`src/rtl/pacer_pkg.sv`:
```
package pacer_pkg;
  typedef enum logic [1:0] {
    ST_IDLE  = 2'd0,
    ST_LOAD2 = 2'd1,
    ST_LOAD1 = 2'd2,
    ST_RUN   = 2'd3
  } pacer_state_e;
endpackage

```
`src/rtl/pacer_div_regs.sv`:
```
module pacer_div_regs #(
  parameter int W       = 16,
  parameter int NSTAGE  = 2,
  parameter int DEF_DIV = 2
) (
  input  logic              clk_i,
  input  logic              rst_ni,
  input  logic [NSTAGE-1:0] wr_i,
  input  logic [W:0]        data_i,
  input  logic              update_i,
  input  logic              start_i,
  input  logic              running_i,
  output logic [W-1:0]      act_o [NSTAGE]
);
  localparam logic [W:0] DMIN = (W+1)'(2);
  localparam logic [W:0] DMAX = {1'b1, {W{1'b0}}};

  logic [W-1:0] pend_q [NSTAGE];
  logic [W-1:0] act_q  [NSTAGE];
  logic         defer_q;
  logic         valid;
  logic         xfer;

  assign valid = (data_i >= DMIN) && (data_i <= DMAX);
  assign xfer  = (update_i && !running_i) || (start_i && defer_q);

  always_ff @(posedge clk_i or negedge rst_ni) begin
    if (!rst_ni) defer_q <= 1'b0;
    else if (start_i) defer_q <= 1'b0;
    else if (update_i && running_i) defer_q <= 1'b1;
  end

  for (genvar i = 0; i < NSTAGE; i++) begin : g_reg
    always_ff @(posedge clk_i or negedge rst_ni) begin
      if (!rst_ni) begin
        pend_q[i] <= W'(DEF_DIV);
        act_q[i]  <= W'(DEF_DIV);
      end else begin
        if (wr_i[i] && valid) pend_q[i] <= data_i[W-1:0]; // 65536 -> 0
        if (xfer) act_q[i] <= pend_q[i];
      end
    end
    assign act_o[i] = act_q[i];
  end
endmodule

```
`src/rtl/pacer_stage.sv`:
```
module pacer_stage #(
  parameter int W = 16
) (
  input  logic         clk_i,
  input  logic         rst_ni,
  input  logic         load_i,
  input  logic         run_i,
  input  logic         ce_i,
  input  logic [W-1:0] div_i,
  output logic         tc_o
);
  logic [W-1:0] cnt_q;
  logic         at_one;

  assign at_one = (cnt_q == W'(1));
  assign tc_o   = run_i && ce_i && at_one;

  // zero decrements through all-ones, giving a 2^W divide
  always_ff @(posedge clk_i or negedge rst_ni) begin
    if (!rst_ni) cnt_q <= '0;
    else if (load_i) cnt_q <= div_i;
    else if (run_i && ce_i) cnt_q <= at_one ? div_i : cnt_q - W'(1);
  end
endmodule

```
`src/rtl/pacer_cascade.sv`:
```
module pacer_cascade
  import pacer_pkg::*;
#(
  parameter int W       = 16,
  parameter int DEF_DIV = 2
) (
  input  logic         clk_i,
  input  logic         rst_ni,
  input  logic [1:0]   div_wr_i,
  input  logic [W:0]   div_data_i,
  input  logic         div_update_i,
  input  logic         enable_i,
  output logic         pacer_no,
  output logic         busy_o,
  output logic [1:0]   periodic_o,
  output logic [1:0]   load_o
);
  localparam int NSTAGE = 2;

  pacer_state_e state_q, state_d;
  logic [W-1:0] act [NSTAGE];
  logic [NSTAGE-1:0] tc, ce, ld;
  logic start, run;

  assign start = (state_q == ST_IDLE) && enable_i;
  assign run   = (state_q == ST_RUN);

  always_comb begin
    state_d = state_q;
    if (!enable_i) state_d = ST_IDLE;
    else begin
      case (state_q)
        ST_IDLE:  state_d = ST_LOAD2;
        ST_LOAD2: state_d = ST_LOAD1;
        ST_LOAD1: state_d = ST_RUN;
        default:  state_d = ST_RUN;
      endcase
    end
  end

  always_ff @(posedge clk_i or negedge rst_ni) begin
    if (!rst_ni) state_q <= ST_IDLE;
    else state_q <= state_d;
  end

  pacer_div_regs #(.W(W), .NSTAGE(NSTAGE), .DEF_DIV(DEF_DIV)) u_regs (
    .clk_i    (clk_i),
    .rst_ni   (rst_ni),
    .wr_i     (div_wr_i),
    .data_i   (div_data_i),
    .update_i (div_update_i),
    .start_i  (start),
    .running_i(state_q != ST_IDLE),
    .act_o    (act)
  );

  assign ld[0] = (state_q == ST_LOAD1);
  assign ld[1] = (state_q == ST_LOAD2);
  assign ce[0] = 1'b1;

  for (genvar i = 0; i < NSTAGE; i++) begin : g_stage
    if (i > 0) begin : g_chain
      assign ce[i] = tc[i-1];
    end
    pacer_stage #(.W(W)) u_stage (
      .clk_i (clk_i),
      .rst_ni(rst_ni),
      .load_i(ld[i]),
      .run_i (run),
      .ce_i  (ce[i]),
      .div_i (act[i]),
      .tc_o  (tc[i])
    );
  end

  always_ff @(posedge clk_i or negedge rst_ni) begin
    if (!rst_ni) pacer_no <= 1'b1;
    else pacer_no <= !(tc[NSTAGE-1] && enable_i);
  end

  assign busy_o     = (state_q != ST_IDLE);
  assign periodic_o = {NSTAGE{busy_o}};
  assign load_o     = ld;
endmodule

```
`config.mk`:
```
export PLATFORM = sky130hd
export DESIGN_NAME = pacer_cascade
export DESIGN_NICKNAME = d
export VERILOG_FILES = /design/src/rtl/pacer_pkg.sv /design/src/rtl/pacer_div_regs.sv /design/src/rtl/pacer_stage.sv /design/src/rtl/pacer_cascade.sv
export SDC_FILE = /design/constraint.sdc
export NUM_CORES = 1
export LEC_CHECK = 0
export ABC_CLOCK_PERIOD_IN_PS = 2400
export BUFFER_PORTS_ARGS = -buffer_cell sky130_fd_sc_hd__clkbuf_2
export CORE_MARGIN = 2
export CORE_UTILIZATION = 57
export CTS_BUF_LIST = sky130_fd_sc_hd__clkbuf_4
export CTS_CLUSTER_DIAMETER = 40
export DETAILED_ROUTE_END_ITERATION = 7
export HOLD_SLACK_MARGIN = 0.1
export PLACE_DENSITY = 0.78
export SLEW_MARGIN = 20
export SYNTH_ARGS = -nofsm -noshare
export SYNTH_HDL_FRONTEND = slang
export SYNTH_SLANG_ARGS = --single-unit
```
`constraint.sdc`:
```
create_clock -name clk_i -period 2.4 [get_ports clk_i]
set_clock_uncertainty 0.1 [all_clocks]
set_input_delay 0.12 -clock clk_i [delete_from_list [all_inputs] [get_ports clk_i]]
set_output_delay 0.12 -clock clk_i [all_outputs]
set_load 0.02 [all_outputs]
```
==> results of run 1 <==
==> per-stage QoR <==
stage,std cells,utilization
CTS,601,0.673
finish,601,0.675
detailed placement,564,0.630
global route,601,0.675
floorplan,428,-
global placement,564,0.630
==> cells in the mapped netlist (3+ instances only) <==
master     number  area (sq um)
a31oi_1         3          18.8
inv_1          12          45.0
o21ai_1        18          90.1
nand2_1        20          75.1
o21ai_0        17          85.1
dfrtp_1        95          2380
mux2i_1         4          40.0
buf_4           4          30.0
nor4_1         13          81.3
and3_1          4          25.0
nand2b_1        5          31.3
nor3_1         11          55.1
buf_2           3          15.0
a2bb2oi_1       4          35.0
and2_1          4          25.0
nand4_1        15          93.8
dfstp_2         5           131
ha_1            4          50.1
a21oi_1        40           200
or4_1           3          22.5
clkbuf_1       13          48.8
nor2_1         18          67.6
mux2_2         64           721
nand3_1        15          75.1
==> routing by layer <==
layer | share of wire | vias to the layer above | track usage | routed length (microns)
met2 | 0.47 | 132 | 0.397 | 5120
li1 | - | 1728 | - | -
met5 | 0 | - | 0 | 0
met3 | 0.051 | 20 | 0.0387 | 555
met1 | 0.46 | 1854 | 0.389 | 5030
met4 | 0.020 | 0 | 0.0918 | 218
==> flip-flops by register name, indices dropped and copies added, names as in the netlist <==
name                   flops
g_stage.u_stage.cnt_q     32
pacer_no                   1
state_q                    2
u_regs.act_o              32
u_regs.defer_q             1
u_regs.pend_q             32
==> report_power, final <==
part           switching (mW)  internal (mW)  leakage (nW)  total, mW
Clock                   0.612          0.232        0.0664      0.844
Combinational           0.731          0.714          1.13       1.45
Sequential              0.482           2.20          1.17       2.68
==> worst max-delay path, delay by kind of cell, from the launching register on <==
kind / cells / cell delay, ns
and+or+nand+nor: 1 / 0.52
AOI/OAI and AO/OA: 3 / 0.87
adders and majority gates: 1 / 0.15
buffers and inverters: 1 / 0.09
DFF: 1 / 0.42
==> area by class of cell <==
| class | instances | area (sq um) | area share |
|---|---|---|---|
| Clock buffer | 9 | 67.6 | 0.0123 |
| Tap cell | 105 | 131 | 0.0239 |
| Clock inverter | 7 | 60.1 | 0.0109 |
| Inverter | 13 | 48.8 | 0.00889 |
| Sequential cell | 100 | 2510 | 0.457 |
| Multi-Input combinational cell | 295 | 2130 | 0.388 |
| Timing Repair Buffer | 72 | 546 | 0.0994 |
==> cells by family (layout without fill, tap and decap cells) <==
group           count (synthesis)  count (layout)  synth area share
mux                            68              68             0.160
simple gates                  120             120             0.137
compound gates                101             103             0.130
buf+inv                        35             101            0.0347
fa+ha+maj                       4               4            0.0105
flops                         100             100             0.528
==> path summary, 6_finish.rpt <==
check | end | cells past startpoint
setup / recovery | g_stage[1].u_stage.cnt_q[8] | 6
hold / removal | u_regs.pend_q[22] | 2
setup reg to reg | g_stage[1].u_stage.cnt_q[8] | 6
hold reg to reg | g_stage[0].u_stage.cnt_q[15] | 1
max in group asynchronous | u_regs.pend_q[1] | 3
min in group clk_i | u_regs.pend_q[18] | 4
==> what timing repair did <==
action	4_1_cts	5_1_grt
hold buffers	19	0
setup endpoints to repair	1	27
hold endpoints to repair	128	0
resized for setup	1	3
cloned	2	0
pin swaps	1	0
==> impl_metrics.env, run 1 <==
export IMPL_critPathMaxFanout=13
export IMPL_cts_root_buffer="clkbuf_4"
export IMPL_die_h_microns=95.3
export IMPL_cts_setup_buffers=0
export IMPL_setup_tns_final_ns=0
export IMPL_vias_per_cell=6.21
export IMPL_endpoint_kind="flip-flop"
export IMPL_max_stage_delay_ns=0.59
export IMPL_status="complete, no violations"
export IMPL_die_w_microns=95.3
export IMPL_wire_per_inst_microns=18.2
export IMPL_fmax_mhz=444
export IMPL_nFillCells=580
export IMPL_p_per_area_nw_per_um2=906
export IMPL_core_sq_um=8130
export IMPL_slew_violations=0
export IMPL_synth_area_per_cell_sq_um=11.1
export IMPL_overflow=0
export IMPL_synth_seq_cells=100
export IMPL_syn_to_final_growth_pct=15.4
export IMPL_ys_types=52
export IMPL_ant_nets=0
export IMPL_drt_iter0_drc=311
export IMPL_grt_max_degree=52
export IMPL_worst_hold_slack_ns=0.119
export IMPL_ys_warn_count=0
export IMPL_r2r_start="g_stage[1].u_stage.cnt_q[1]"
export IMPL_rows=33
export IMPL_wl_microns=10900
export IMPL_fin_ws_ns=0.148
export IMPL_finalSetupViolations=0
export IMPL_grt_antenna_before_repair=0
export IMPL_netlist_area_sq_um=4750
export IMPL_cp_slowest_cell="o41a_2"
export IMPL_hold_path_class="in -> async"
export IMPL_dr_total_vias=3734
export IMPL_cts_sinks=100
export IMPL_diodes=0
export IMPL_drive_gt1_frac=0.302
export IMPL_worstSetupStartpointType="flip-flop"
export IMPL_cts_tree="yes"
export IMPL_hold_violations=0
export IMPL_grt_pass1_vias=3575
export IMPL_rsz0062_at_grt="no"
export IMPL_period_needed_ns=2.25
export IMPL_async_reset_ff_frac=1.00
export IMPL_insertion_delay_ns=0.44
export IMPL_crit_arrival_ns=2.49
export IMPL_fin_area_sq_um=5490
export IMPL_leakage_nw=2.37
export IMPL_io_buffers=28
export IMPL_final_common_cell="dfrtp_1"
export IMPL_crit_path_start="g_stage[1].u_stage.cnt_q[1]"
export IMPL_synth_top_flop_cell="dfrtp_1"
export IMPL_critical_path_required_ns=2.64
export IMPL_post_route_drc_count=0
export IMPL_clk_pin_slew_ns=0.17
export IMPL_clockBufferDepth=2
export IMPL_fin_crit_sh=0.938
export IMPL_ir_drop_v=0.000477
export IMPL_dp_hpwl_microns=7450
export IMPL_placed_cell_area_sq_um=5130
export IMPL_drt_pass1_iter_count=5
export IMPL_synth_edf_count=0
export IMPL_track_usage=0.263
export IMPL_maxCapViolCount=0
export IMPL_nNetsFinal=518
export IMPL_grt_pass1_wl_microns=18100
export IMPL_fin_total_pwr_mw=4.97
export IMPL_worst_pin_slew_ns=0.662
export IMPL_initial_core_util=0.585
export IMPL_r2r_slack_ns=0.15
export IMPL_timing_slew_headroom=0.559
export IMPL_die_area_sq_um=9090
export IMPL_htree_num_levels=3
export IMPL_syn_num_nets=455
export IMPL_crit_chain="inv_1 -> ha_1 -> or4b_4 -> o41a_2 -> o21ai_1 -> a21oi_1"
export IMPL_io_pins=29
export IMPL_synth_seq_area_share=0.528
export IMPL_path_class="reg -> reg"
export IMPL_dp_slack_ns=0.00640
export IMPL_numCtsBuffers=9
export IMPL_final_cell_mix="95 x dfrtp_1, 64 x mux2_2, 40 x a21oi_1"
export IMPL_place_congestion=0.918
export IMPL_syn_inst=428
Power figures use the tool's default switching activity.
==> run 2, diff against run 1 <==
--- a/config.mk
+++ b/config.mk
@@ -7,6 +7,7 @@
 export LEC_CHECK = 0
 export ABC_CLOCK_PERIOD_IN_PS = 2400
 export BUFFER_PORTS_ARGS = -buffer_cell sky130_fd_sc_hd__clkbuf_2
+export CORE_ASPECT_RATIO = 0.75
 export CORE_MARGIN = 2
 export CORE_UTILIZATION = 57
 export CTS_BUF_LIST = sky130_fd_sc_hd__clkbuf_4
==> run 2 against run 1 <==
  * Count of clock-buffer cells in the layout grew 1
  * Global-route usage shrank 0.073 points
  * Worst setup slack lost 0.040 ns
  * Highest routed layer unchanged
==> impl_metrics.env, run 2 (synthesis results as in run 1) <==
export IMPL_critical_path_required_ns=2.65
export IMPL_cts_root_buffer="clkbuf_4"
export IMPL_grt_max_degree=39
export IMPL_gr_max_usage_layer="met1"
export IMPL_cp_slowest_cell="or4_1"
export IMPL_grt_pass1_wl_microns=18200
export IMPL_clockBufferDepth=2
export IMPL_timing_slew_headroom=0.632
export IMPL_insertion_delay_ns=0.48
export IMPL_initial_core_util=0.595
export IMPL_io_pins=29
export IMPL_critPathMaxFanout=7
export IMPL_worstSetupStartpointType="flip-flop"
export IMPL_path_class="reg -> reg"
export IMPL_leakage_nw=2.41
export IMPL_drt_pass1_iter_count=6
export IMPL_numCtsBuffers=9
export IMPL_dp_hpwl_microns=7510
export IMPL_dp_slack_ns=-0.00132
export IMPL_dr_total_vias=3741
export IMPL_wire_per_inst_microns=18.7
export IMPL_grtUsageMet3=0.0706
export IMPL_worst_path_buf_inv=0
export IMPL_vias_per_cell=6.20
export IMPL_post_route_drc_count=0
export IMPL_syn_to_final_growth_pct=16.6
export IMPL_drive_gt1_frac=0.301
export IMPL_grtUsageMet1=0.405
export IMPL_overflow=0
export IMPL_die_h_microns=83.1
export IMPL_fin_crit_sh=0.955
export IMPL_r2r_slack_ns=0.11
export IMPL_endpoint_kind="flip-flop"
export IMPL_final_cell_mix="95 x dfrtp_1, 64 x mux2_2, 40 x a21oi_1"
export IMPL_maxCapViolCount=0
export IMPL_crit_family="simple AND/OR/NAND/NOR gates"
export IMPL_clk_pin_slew_ns=0.17
export IMPL_htree_num_levels=3
export IMPL_hold_path_class="in -> async"
export IMPL_fin_ws_ns=0.108
export IMPL_die_w_microns=109
export IMPL_nNetsFinal=520
export IMPL_track_usage=0.262
export IMPL_slew_violations=0
export IMPL_setup_tns_final_ns=0
export IMPL_core_sq_um=7990
export IMPL_grt_antenna_before_repair=0
export IMPL_finalSetupViolations=0
export IMPL_nFillCells=572
export IMPL_use_met2=0.379
export IMPL_p_per_area_nw_per_um2=909
export IMPL_place_congestion=0.905
export IMPL_ant_nets=0
export IMPL_wl_microns=11200
export IMPL_crit_arrival_ns=2.54
export IMPL_io_buffers=28
export IMPL_max_stage_delay_ns=0.68
export IMPL_status="complete, no violations"
export IMPL_period_needed_ns=2.29
export IMPL_grt_pass1_vias=3550
export IMPL_cts_tree="yes"
export IMPL_drt_iter0_drc=392
export IMPL_diodes=0
export IMPL_worst_pin_slew_ns=0.551
export IMPL_final_common_cell="dfrtp_1"
export IMPL_rows=28
export IMPL_ir_drop_v=0.000529
export IMPL_die_area_sq_um=9100
export IMPL_cts_sinks=100
export IMPL_fmax_mhz=436
export IMPL_rsz0062_at_grt="no"
export IMPL_hold_violations=0
export IMPL_crit_chain="or4_1 -> o41a_4 -> and3_1 -> a21oi_1 -> o21ai_1"
[run 2: changes by cell type in the layout (fill, tap and decap cells not counted), sizes merged]
cell,previous run,this run
clkinvlp,2,0
clkbuf,36,37
clkinv,3,2
buf,26,28
inv,15,17
[run 2: area by class of cell]
cell class                 count  area (sq um)  area share
sequential                   100          2510       0.452
multi-input combinational    295          2140       0.385
timing repair buffer          74           586       0.106
tap                          105           131      0.0237
clock buffer                  10          75.1      0.0135
clock inverter                 6          60.1      0.0108
inverter                      13          48.8     0.00880
[run 2: power by group]
group	internal [mW]	switching, mW	total (mW)
Combinational	0.725	0.744	1.47
Sequential	2.20	0.510	2.71
Clock	0.253	0.608	0.861
Total	3.18	1.86	5.04
[run 2: what timing repair did]
action / 4_1_cts / 5_1_grt
hold buffers: 20 / 0
gates resized for setup: 0 / 4
endpoints found under the hold margin: 133 / 0
setup endpoints to repair: 0 / 21
setup buffers: 0 / 1
[run 2: final timing paths]
check | from | end | cells past startpoint
max in group asynchronous | rst_ni | pacer_no | 3
min | rst_ni | g_stage[1].u_stage.cnt_q[0] | 3
max | g_stage[1].u_stage.cnt_q[7] | g_stage[1].u_stage.cnt_q[13] | 5
min reg2reg | u_regs.act_o[19] | u_regs.act_o[19] | 1
min in group clk_i | div_wr_i[0] | u_regs.pend_q[20] | 4
max reg2reg | g_stage[1].u_stage.cnt_q[7] | g_stage[1].u_stage.cnt_q[13] | 5
[run 2: layer usage]
| metal | share of wire | up-vias | wire length, microns |
|---|---|---|---|
| met5 | 0 | - | 0 |
| met4 | 0.013 | 0 | 145 |
| met3 | 0.070 | 15 | 788 |
| met2 | 0.45 | 163 | 5070 |
| met1 | 0.47 | 1832 | 5240 |
| li1 | - | 1731 | - |
[run 2: through the flow]
stage / util / instances / area, sq um / power, mW / hold slack (ns)
global route: 0.694 / 603 / 5550 / 5.35 / 0.104
finish: 0.694 / 603 / 5550 / 5.04 / 0.123
floorplan: - / 428 / 4750 / 3.52 / -0.276
detailed placement: 0.643 / 564 / 5140 / 4.08 / 0.0269
global placement: 0.643 / 564 / 5140 / 3.99 / 0.0238
CTS: 0.687 / 600 / 5490 / 4.95 / 0.100
[run 2: tightest hold or removal path, cell delays in order]
cell,delay [ns]
dlygate4sd3_1,0.53
buf_4,0.20
buf_12,0.22
